**config.mk**
```make
export PLATFORM = sky130hd
export DESIGN_NAME = tpwm_stage
export DESIGN_NICKNAME = d
export VERILOG_FILES = /design/src/rtl/tpwm_pkg.sv /design/src/rtl/tpwm_deadtime.sv /design/src/rtl/tpwm_xfer.sv /design/src/rtl/tpwm_stage.sv
export SDC_FILE = /design/constraint.sdc
export NUM_CORES = 1
export LEC_CHECK = 0
export ABC_AREA = 1
export BUFFER_PORTS_ARGS = -buffer_cell sky130_fd_sc_hd__buf_4
export CORE_MARGIN = 2
export CORE_UTILIZATION = 50
export DETAILED_ROUTE_END_ITERATION = 10
export PLACE_DENSITY = 0.65
export SLEW_MARGIN = 25
export SYNTH_ARGS = -nofsm -noshare
export SYNTH_HDL_FRONTEND = slang
export SYNTH_SLANG_ARGS = --single-unit
```
**constraint.sdc**
```tcl
create_clock -name clk -period 2 [get_ports clk]
set_clock_uncertainty 0.05 [all_clocks]
set_input_delay 0.2 -clock clk [delete_from_list [all_inputs] [get_ports clk]]
set_output_delay 0.2 -clock clk [all_outputs]
set_load 0.01 [all_outputs]
```
**src/rtl/tpwm_pkg.sv**
```systemverilog
package tpwm_pkg;

    localparam int CTRL_W = 5;

    // Control write layout, MSB first: keep, src, shut, saw, enable
    typedef struct packed {
        logic flag_keep;
        logic src_div4;
        logic shut_en;
        logic saw_mode;
        logic drive_en;
    } ctrl_t;

    typedef enum logic {
        DT_IDLE,
        DT_COUNT
    } dt_state_e;

    typedef enum logic {
        XF_IDLE,
        XF_ARMED
    } xf_state_e;

endpackage

```
**src/rtl/tpwm_deadtime.sv**
```systemverilog
module tpwm_deadtime
    import tpwm_pkg::*;
#(
    parameter int DT_W  = 8,
    parameter int PRE_W = 2
) (
    input  logic            clk,
    input  logic            rst_n,
    input  logic            start,
    input  logic            src_en,
    input  logic [DT_W-1:0] reload,
    output logic            busy
);

    localparam logic [PRE_W-1:0] PRE_LAST = '1;
    localparam logic [DT_W-1:0]  CNT_ONE  = DT_W'(1);

    dt_state_e        st_q, st_d;
    logic [DT_W-1:0]  cnt_q, cnt_d;
    logic [PRE_W-1:0] pre_q, pre_d;

    // state register
    always_ff @(posedge clk or negedge rst_n) begin
        if (!rst_n) begin
            st_q  <= DT_IDLE;
            cnt_q <= '0;
            pre_q <= '0;
        end else begin
            st_q  <= st_d;
            cnt_q <= cnt_d;
            pre_q <= pre_d;
        end
    end

    // transitions and counting
    always_comb begin
        st_d  = st_q;
        cnt_d = cnt_q;
        pre_d = pre_q;
        unique case (st_q)
            DT_IDLE: begin
                st_d = DT_IDLE;
            end
            DT_COUNT: begin
                if (src_en) begin
                    pre_d = pre_q + 1'b1;
                    if (pre_q == PRE_LAST) begin
                        cnt_d = cnt_q - 1'b1;
                        if (cnt_q == CNT_ONE) begin
                            st_d = DT_IDLE;
                        end
                    end
                end
            end
        endcase
        if (start) begin
            cnt_d = reload;
            pre_d = '0;
            st_d  = (reload == '0) ? DT_IDLE : DT_COUNT;
        end
    end

    assign busy = (st_q == DT_COUNT);

endmodule

```
**src/rtl/tpwm_xfer.sv**
```systemverilog
module tpwm_xfer
    import tpwm_pkg::*;
#(
    parameter int LEGS = 6
) (
    input  logic            clk,
    input  logic            rst_n,
    input  logic            wr_buf,
    input  logic [LEGS-1:0] buf_wdata,
    input  logic            trig,
    input  logic            saw_mode,
    output logic [LEGS-1:0] pattern
);

    xf_state_e       st_q, st_d;
    logic [LEGS-1:0] hold_q;
    logic [LEGS-1:0] work_q;
    logic            copy;

    always_ff @(posedge clk or negedge rst_n) begin
        if (!rst_n) begin
            st_q   <= XF_IDLE;
            hold_q <= '0;
            work_q <= '0;
        end else begin
            st_q <= st_d;
            if (wr_buf) begin
                hold_q <= buf_wdata;
            end
            if (copy) begin
                work_q <= hold_q;
            end
        end
    end

    always_comb begin
        copy = 1'b0;
        st_d = st_q;
        unique case (st_q)
            XF_IDLE: begin
                copy = trig && saw_mode;
                if (wr_buf) begin
                    st_d = XF_ARMED;
                end
            end
            XF_ARMED: begin
                copy = trig;
                if (trig && !wr_buf) begin
                    st_d = XF_IDLE;
                end
            end
        endcase
    end

    assign pattern = work_q;

endmodule

```
**src/rtl/tpwm_stage.sv**
```systemverilog
module tpwm_stage
    import tpwm_pkg::*;
#(
    parameter int NUM_PH = 3,
    parameter int DT_W   = 8,
    parameter int PRE_W  = 2
) (
    input  logic                clk,
    input  logic                rst_n,
    input  logic [NUM_PH-1:0]   phase_pwm,
    input  logic                xfer_trig,
    input  logic                wr_ctrl,
    input  logic [CTRL_W-1:0]   ctrl_wdata,
    input  logic                wr_buf,
    input  logic [2*NUM_PH-1:0] buf_wdata,
    input  logic                wr_dead,
    input  logic [DT_W-1:0]     dead_wdata,
    output logic [2*NUM_PH-1:0] gate_n,
    output logic                drive_en,
    output logic                short_flag
);

    localparam int LEGS = 2 * NUM_PH;

    ctrl_t             wr_c;
    logic              en_q, saw_q, shut_q, src_q, flag_q;
    logic [DT_W-1:0]   dead_q;
    logic [NUM_PH-1:0] pwm_q;
    logic [NUM_PH-1:0] start;
    logic [NUM_PH-1:0] busy;
    logic [NUM_PH-1:0] pair_hit;
    logic [LEGS-1:0]   pattern;
    logic [LEGS-1:0]   leg_on;
    logic              both_on;
    logic              trip;

    assign wr_c = ctrl_t'(ctrl_wdata);

    tpwm_xfer #(.LEGS(LEGS)) u_xfer (
        .clk       (clk),
        .rst_n     (rst_n),
        .wr_buf    (wr_buf),
        .buf_wdata (buf_wdata),
        .trig      (xfer_trig),
        .saw_mode  (saw_q),
        .pattern   (pattern)
    );

    for (genvar p = 0; p < NUM_PH; p++) begin : g_phase
        assign start[p] = (pwm_q[p] & ~phase_pwm[p]) | (saw_q & xfer_trig);

        tpwm_deadtime #(.DT_W(DT_W), .PRE_W(PRE_W)) u_dt (
            .clk    (clk),
            .rst_n  (rst_n),
            .start  (start[p]),
            .src_en (src_q),
            .reload (dead_q),
            .busy   (busy[p])
        );

        assign leg_on[2*p]   = (pwm_q[p] & ~busy[p]) ^ pattern[2*p];
        assign leg_on[2*p+1] = (~pwm_q[p] & ~busy[p]) ^ pattern[2*p+1];
        assign pair_hit[p]   = leg_on[2*p] & leg_on[2*p+1];
    end

    assign both_on = en_q & (|pair_hit);
    assign trip    = both_on & shut_q;

    always_ff @(posedge clk or negedge rst_n) begin
        if (!rst_n) begin
            en_q   <= 1'b0;
            saw_q  <= 1'b0;
            shut_q <= 1'b0;
            src_q  <= 1'b0;
            flag_q <= 1'b0;
            dead_q <= '0;
            pwm_q  <= '0;
            gate_n <= '1;
        end else begin
            pwm_q  <= phase_pwm;
            gate_n <= (en_q && !trip) ? ~leg_on : '1;
            if (wr_dead) begin
                dead_q <= dead_wdata;
            end
            if (wr_ctrl) begin
                saw_q  <= wr_c.saw_mode;
                shut_q <= wr_c.shut_en;
                src_q  <= wr_c.src_div4;
            end
            if (trip) begin
                en_q <= 1'b0;
            end else if (wr_ctrl) begin
                en_q <= wr_c.drive_en;
            end
            if (both_on) begin
                flag_q <= 1'b1;
            end else if (wr_ctrl && !wr_c.flag_keep) begin
                flag_q <= 1'b0;
            end
        end
    end

    assign drive_en   = en_q;
    assign short_flag = flag_q;

endmodule

```
* Yosys cells after proc, flatten, opt, wreduce, memory -nomap -nowiden *
Index checks and enable logic that the tools add are counted.

word-level totals
  output and inout port bits = 8
  bits of input ports = 28
  logic and storage cells = 139
  register bits after elaboration = 68

cells by class
  reduce and logical (&&, ||, !) cells = 26
  multiplexer cells = 46
  equality and inequality tests = 6
  add/subtract/negate cells = 6
  bitwise logic cells = 35

operator list
  kind                                               number
  2-to-1 mux 8 bit                                   12
  == test 8 x 1 -> 1 bit (second input constant)     3
  subtractor 8 x 1 -> 8 bit (second input constant)  3
  nonzero test 2 bit                                 11
  2-to-1 mux 1 bit                                   19
  2-to-1 mux 2 bit                                   9
  AND 1 bit                                          15
  inverter 1 bit                                     10
  one-hot mux 1 bit (2 select lines)                 5
  AND reduction 3 bit                                3
  logical NOT 8 bit                                  1
  adder 2 x 1 -> 2 bit (second input constant)       3
  == test 2 bit (second input constant)              3
  2-to-1 mux 6 bit                                   1
  inverter 6 bit                                     1
  AND reduction 2 bit                                3
  bitwise XOR 1 bit                                  6
  logical AND 1 bit                                  4
  logical NOT 1 bit                                  3
  bitwise OR 1 bit                                   3
  OR reduction 3 bit                                 1

* Depth between registers and ports, before layout *
  depth in word-level cells = 10
  mapped depth = 10

* Cells and area by module *
Synthesis repeated with hierarchy kept, for this count alone.

unflattened totals
  cells, all modules = 483
  area total of the unflattened synthesis = 3791.1 µm²

by module, submodules not included
  module         times used  area each (µm²)  cells an instance
  tpwm_deadtime  3           762.0            110
  tpwm_stage     1           964.7            97
  tpwm_xfer      1           540.5            56

* Worst setup path before layout *
OpenSTA, ideal clock, no wires.

  path type = reg2reg
  start = register g_phase[0].u_dt.cnt_q[0]
  end = register g_phase[0].u_dt.cnt_q[4]
  period minus slack after synthesis = 1.196 ns
  cell stages (with the launch flop) = 8
  data arrival time = 1.009 ns
  required time = 1.812 ns
  slack = 0.804 ns
  path buffers = 0
  cells stage by stage = dfrtp_1 inv_1 ha_1 inv_1 nor2_1 nand3_1 nand2_1 o221ai_1

between the ends
  word-level cells in the longest chain between the ends = 5

ends and longest elaborated chain
  element                    RTL line             source
  start, declared            tpwm_deadtime.sv:19  logic [DT_W-1:0] cnt_q, cnt_d;
  start signal, assigned     tpwm_deadtime.sv:30  cnt_q <= cnt_d;
  subtractor 8 x 1 -> 8 bit  tpwm_deadtime.sv:48  cnt_d = cnt_q - 1'b1;
  2-to-1 mux 8 bit           tpwm_deadtime.sv:47  if (pre_q == PRE_LAST) begin
  2-to-1 mux 8 bit           tpwm_deadtime.sv:45  if (src_en) begin
  2-to-1 mux 8 bit           tpwm_deadtime.sv:40  unique case (st_q)
  2-to-1 mux 8 bit           tpwm_deadtime.sv:56  if (start) begin

Every way passes these cells. The select of a mux whose other input is x is not followed.
A chain may end at the register's enable or synchronous reset.

* Worst setup path in the final report *
  start = register src_q
  end = register g_phase[2].u_dt.cnt_q[5]

between the ends
  word-level cells in the longest chain between the ends = 2

ends and longest elaborated chain
  element                        RTL line             source
  start, declared                tpwm_stage.sv:26     logic en_q, saw_q, shut_q, src_q, flag_q;
  start signal, assigned         tpwm_stage.sv:88     src_q <= wr_c.src_div4;
  nonzero test 2 bit (no line)   -
  AND reduction 3 bit (no line)  -
  end signal, assigned           tpwm_deadtime.sv:30
  end, declared                  tpwm_deadtime.sv:19

Every way passes these cells.

==> impl_metrics.ini <==
[power]
p_leak_nw = 1.95
ir_drop_mv = 0.431
power.density_nw_per_um2 = 931

[synthesis]
avgSynthCellArea_um2 = 9.15
synth_seq_area_share_pct = 49.4
synth_cell_types = 35
netlist_instances = 378
synth_edf_count = 0
ys_seq_elements = 68
synth_area_leaders = dfrtp_1 (45%), nand2_1 (8.1%), inv_1 (5.6%)
synth_top_area_share_pct = 44.8
synth_nets = 415
async_reset_ff_share_pct = 100
yosysTopAreaCell = dfrtp_1
ys_warn_count = 0
synth_area_um2 = 3460
ys.flop_type = dfrtp_1

[min_path]
min_from = xfer_trig
hold_depth = 2
min_to = u_xfer.st_q$_DFF_PN0_
hold_class = in2reg

[setup_path]
cp_num_buf_inv = 1
cp-start-kind = flip-flop
crit_slowest_cell = dfrtp_1
critPathArrivalTime_ns = 1.67
worst-setup-path-type = reg2reg
reg2reg_depth = 6
cp_common_cell = nand2_1
cp_max_fo = 8
cpPeakStageDelay_ns = 0.60
cp.required_ns = 2.17
crit_chain = nand2_1 > inv_2 > nand2_1 > nand2_2 > o22ai_1 > o21bai_1
crit_family = flip-flops
timing.rr.end = g_phase[2].u_dt.cnt_q[5]$_DFFE_PN0P_
r2r_start = src_q$_DFFE_PN0P_
cp-end-kind = flip-flop
reg2reg_slack_ns = 0.50

[timing]
slew_viol_final = 0
tightest_slew_ns = 0.446
layout_setup_ws_ns = 0.499
period_share_pct = 75.1
final-setup-viol-count = 0
slew_headroom_pct = 70.2
tns_ns = 0
max_freq_mhz = 666
finalHoldViolCount = 0
min_period_ns = 1.50
rsz0062_at_grt = false

[cts]
clock_latency_ns = 0.34
cts_buffers = 9
clkSinkCount = 68
cts_max_level = 3
cts_tree = done
cts_root_buffer = clkbuf_8
clk_pin_slew_worst_paths_ns = 0.08
clock_path_buffers = 2
cts_setup_buffers = 0

[drt]
drtIter0Drc = 130
routed_wl_um = 6970
vias_per_cell = 5.20
drc = 0
drt-wirelength-per-cell_um = 13.7
dr.pass1.iters = 5
antenna_left = 0
via_count = 2638

[final_layout]
drive_gt1_share_pct = 21.1
n_fill_cell = 577
area_growth_pct = 16.4
diodes = 0
final_nets = 459

[die]
rows = 30
dieWidth_um = 87.2
die_h_um = 87.2
die_area_um2 = 7600
initial_core_util_pct = 51.2
coreArea_um2 = 6760
io_pins = 36

[grt]
globalRouteTotalUtil_pct = 20.4
antenna_found_initial = 0
grt_start_max_net_pins = 37
grt_pass1_wl_um = 11900
grt-ovfl-total = 0
grt_pass1_vias = 2555

[outcome]
status = completed

[placement]
pre_cts_ws_ns = 0.523
port_buffers = 35
dpl.hpwl_um = 4950
place_congestion = 0.842

[flow_run]
maxCapViolCount = 0
what timing repair did:
item / in CTS / in global routing
hold buffers: 5 / 0
gates resized for setup: 0 / 0
endpoints found under the hold margin: 36 / 0
layer usage:
| metal | up-vias | share of wire, % | global-route usage [%] |
|---|---|---|---|
| met5 | - | 0 | 0 |
| met4 | 0 | 2.2 | 8.81 |
| met3 | 14 | 3.5 | 3.51 |
| met2 | 51 | 45 | 31.0 |
| met1 | 1245 | 49 | 28.9 |
| li1 | 1328 | - | - |
synthesized netlist by cell type (6+ instances only):
| cell type | n |
|---|---|
| dfrtp_1 | 62 |
| dfstp_2 | 6 |
| ha_1 | 9 |
| inv_1 | 52 |
| inv_2 | 6 |
| nand2_1 | 75 |
| nand2_2 | 6 |
| nand3_1 | 24 |
| nor2_1 | 24 |
| o21ai_0 | 18 |
| o21bai_1 | 9 |
| o221ai_1 | 15 |
| o22ai_1 | 11 |
| xor2_1 | 16 |
cell usage in the layout, fill, tap and decap left out, types with 11 or more instances in the layout:
cell type / netlist / routed
nor2_1: 24 / 24
xor2_1: 16 / 16
buf_4: 1 / 35
dfrtp_1: 62 / 62
o221ai_1: 15 / 15
nand2_1: 75 / 75
nand3_1: 24 / 24
o22ai_1: 11 / 11
inv_1: 52 / 52
o21ai_0: 18 / 18
worst max-delay path by stage:
stage,endpoint,depth (start not counted),from,slack [ns]
CTS,g_phase[2].u_dt.cnt_q[7]$_DFFE_PN0P_,7,saw_q$_DFFE_PN0P_,0.50
global route,g_phase[2].u_dt.cnt_q[7]$_DFFE_PN0P_,7,saw_q$_DFFE_PN0P_,0.32
global placement,g_phase[2].u_dt.cnt_q[4]$_DFFE_PN0P_,7,src_q$_DFFE_PN0P_,0.56
finish,g_phase[2].u_dt.cnt_q[5]$_DFFE_PN0P_,6,src_q$_DFFE_PN0P_,0.50
floorplan,g_phase[0].u_dt.cnt_q[4]$_DFFE_PN0P_,7,g_phase[0].u_dt.cnt_q[0]$_DFFE_PN0P_,0.80
detailed placement,g_phase[2].u_dt.cnt_q[7]$_DFFE_PN0P_,7,saw_q$_DFFE_PN0P_,0.52
per-stage QoR:
step / std cells / hold WS [ns] / instance area (µm²) / total power (W) / utilization (%)
finish: 507 / 0.0119 / 4030 / 0.00375 / 59.6
global route: 507 / 0.0206 / 4030 / 0.00398 / 59.6
CTS: 507 / 0.00364 / 4030 / 0.00378 / 59.6
detailed placement: 486 / 0.132 / 3780 / 0.00263 / 55.9
global placement: 486 / 0.129 / 3780 / 0.00261 / 55.9
floorplan: 378 / -0.146 / 3460 / 0.00237 / -
state kept, by name (all words and copies together), names as in the netlist, 3 cells and up:
register            flops
g_phase.u_dt.cnt_q     24
dead_q                  8
g_phase.u_dt.pre_q      6
gate_n                  6
u_xfer.hold_q           6
u_xfer.pattern          6
g_phase.u_dt.busy       3
pwm_q                   3
cell type report:
cell class,count,area [µm²],share of cell area (%)
Clock buffer,9,124,3.08
Clock inverter,7,76.3,1.89
Inverter,59,224,5.56
Multi-Input combinational cell,243,1460,36.3
Sequential cell,68,1710,42.4
Tap cell,80,100,2.49
Timing Repair Buffer,41,333,8.26
worst register-to-register path, delay by kind of cell (launching register included):
kind / cells / cell delay (ns)
DFF: 1 / 0.60
buffers and inverters: 1 / 0.11
AOI/OAI and AO/OA: 2 / 0.25
and+or+nand+nor: 3 / 0.38
report_power, final:
part	internal [W]	total (W)	switching, W
logic	0.000363	0.000875	0.000512
clock network	0.000581	0.00113	0.000552
registers	0.00159	0.00174	0.000151
logic make-up after synthesis:
family	count (synthesis)	share of synthesized area [%]
buffers and inverters	67	8.35
and+or+nand+nor	151	21.1
muxes	5	1.63
adders and majority gates	9	3.26
xor gates and xnor gates	17	4.30
AOI/OAI and AO/OA	61	12.0
DFF	68	49.4
No activity file was read; power rests on OpenSTA's default activity.
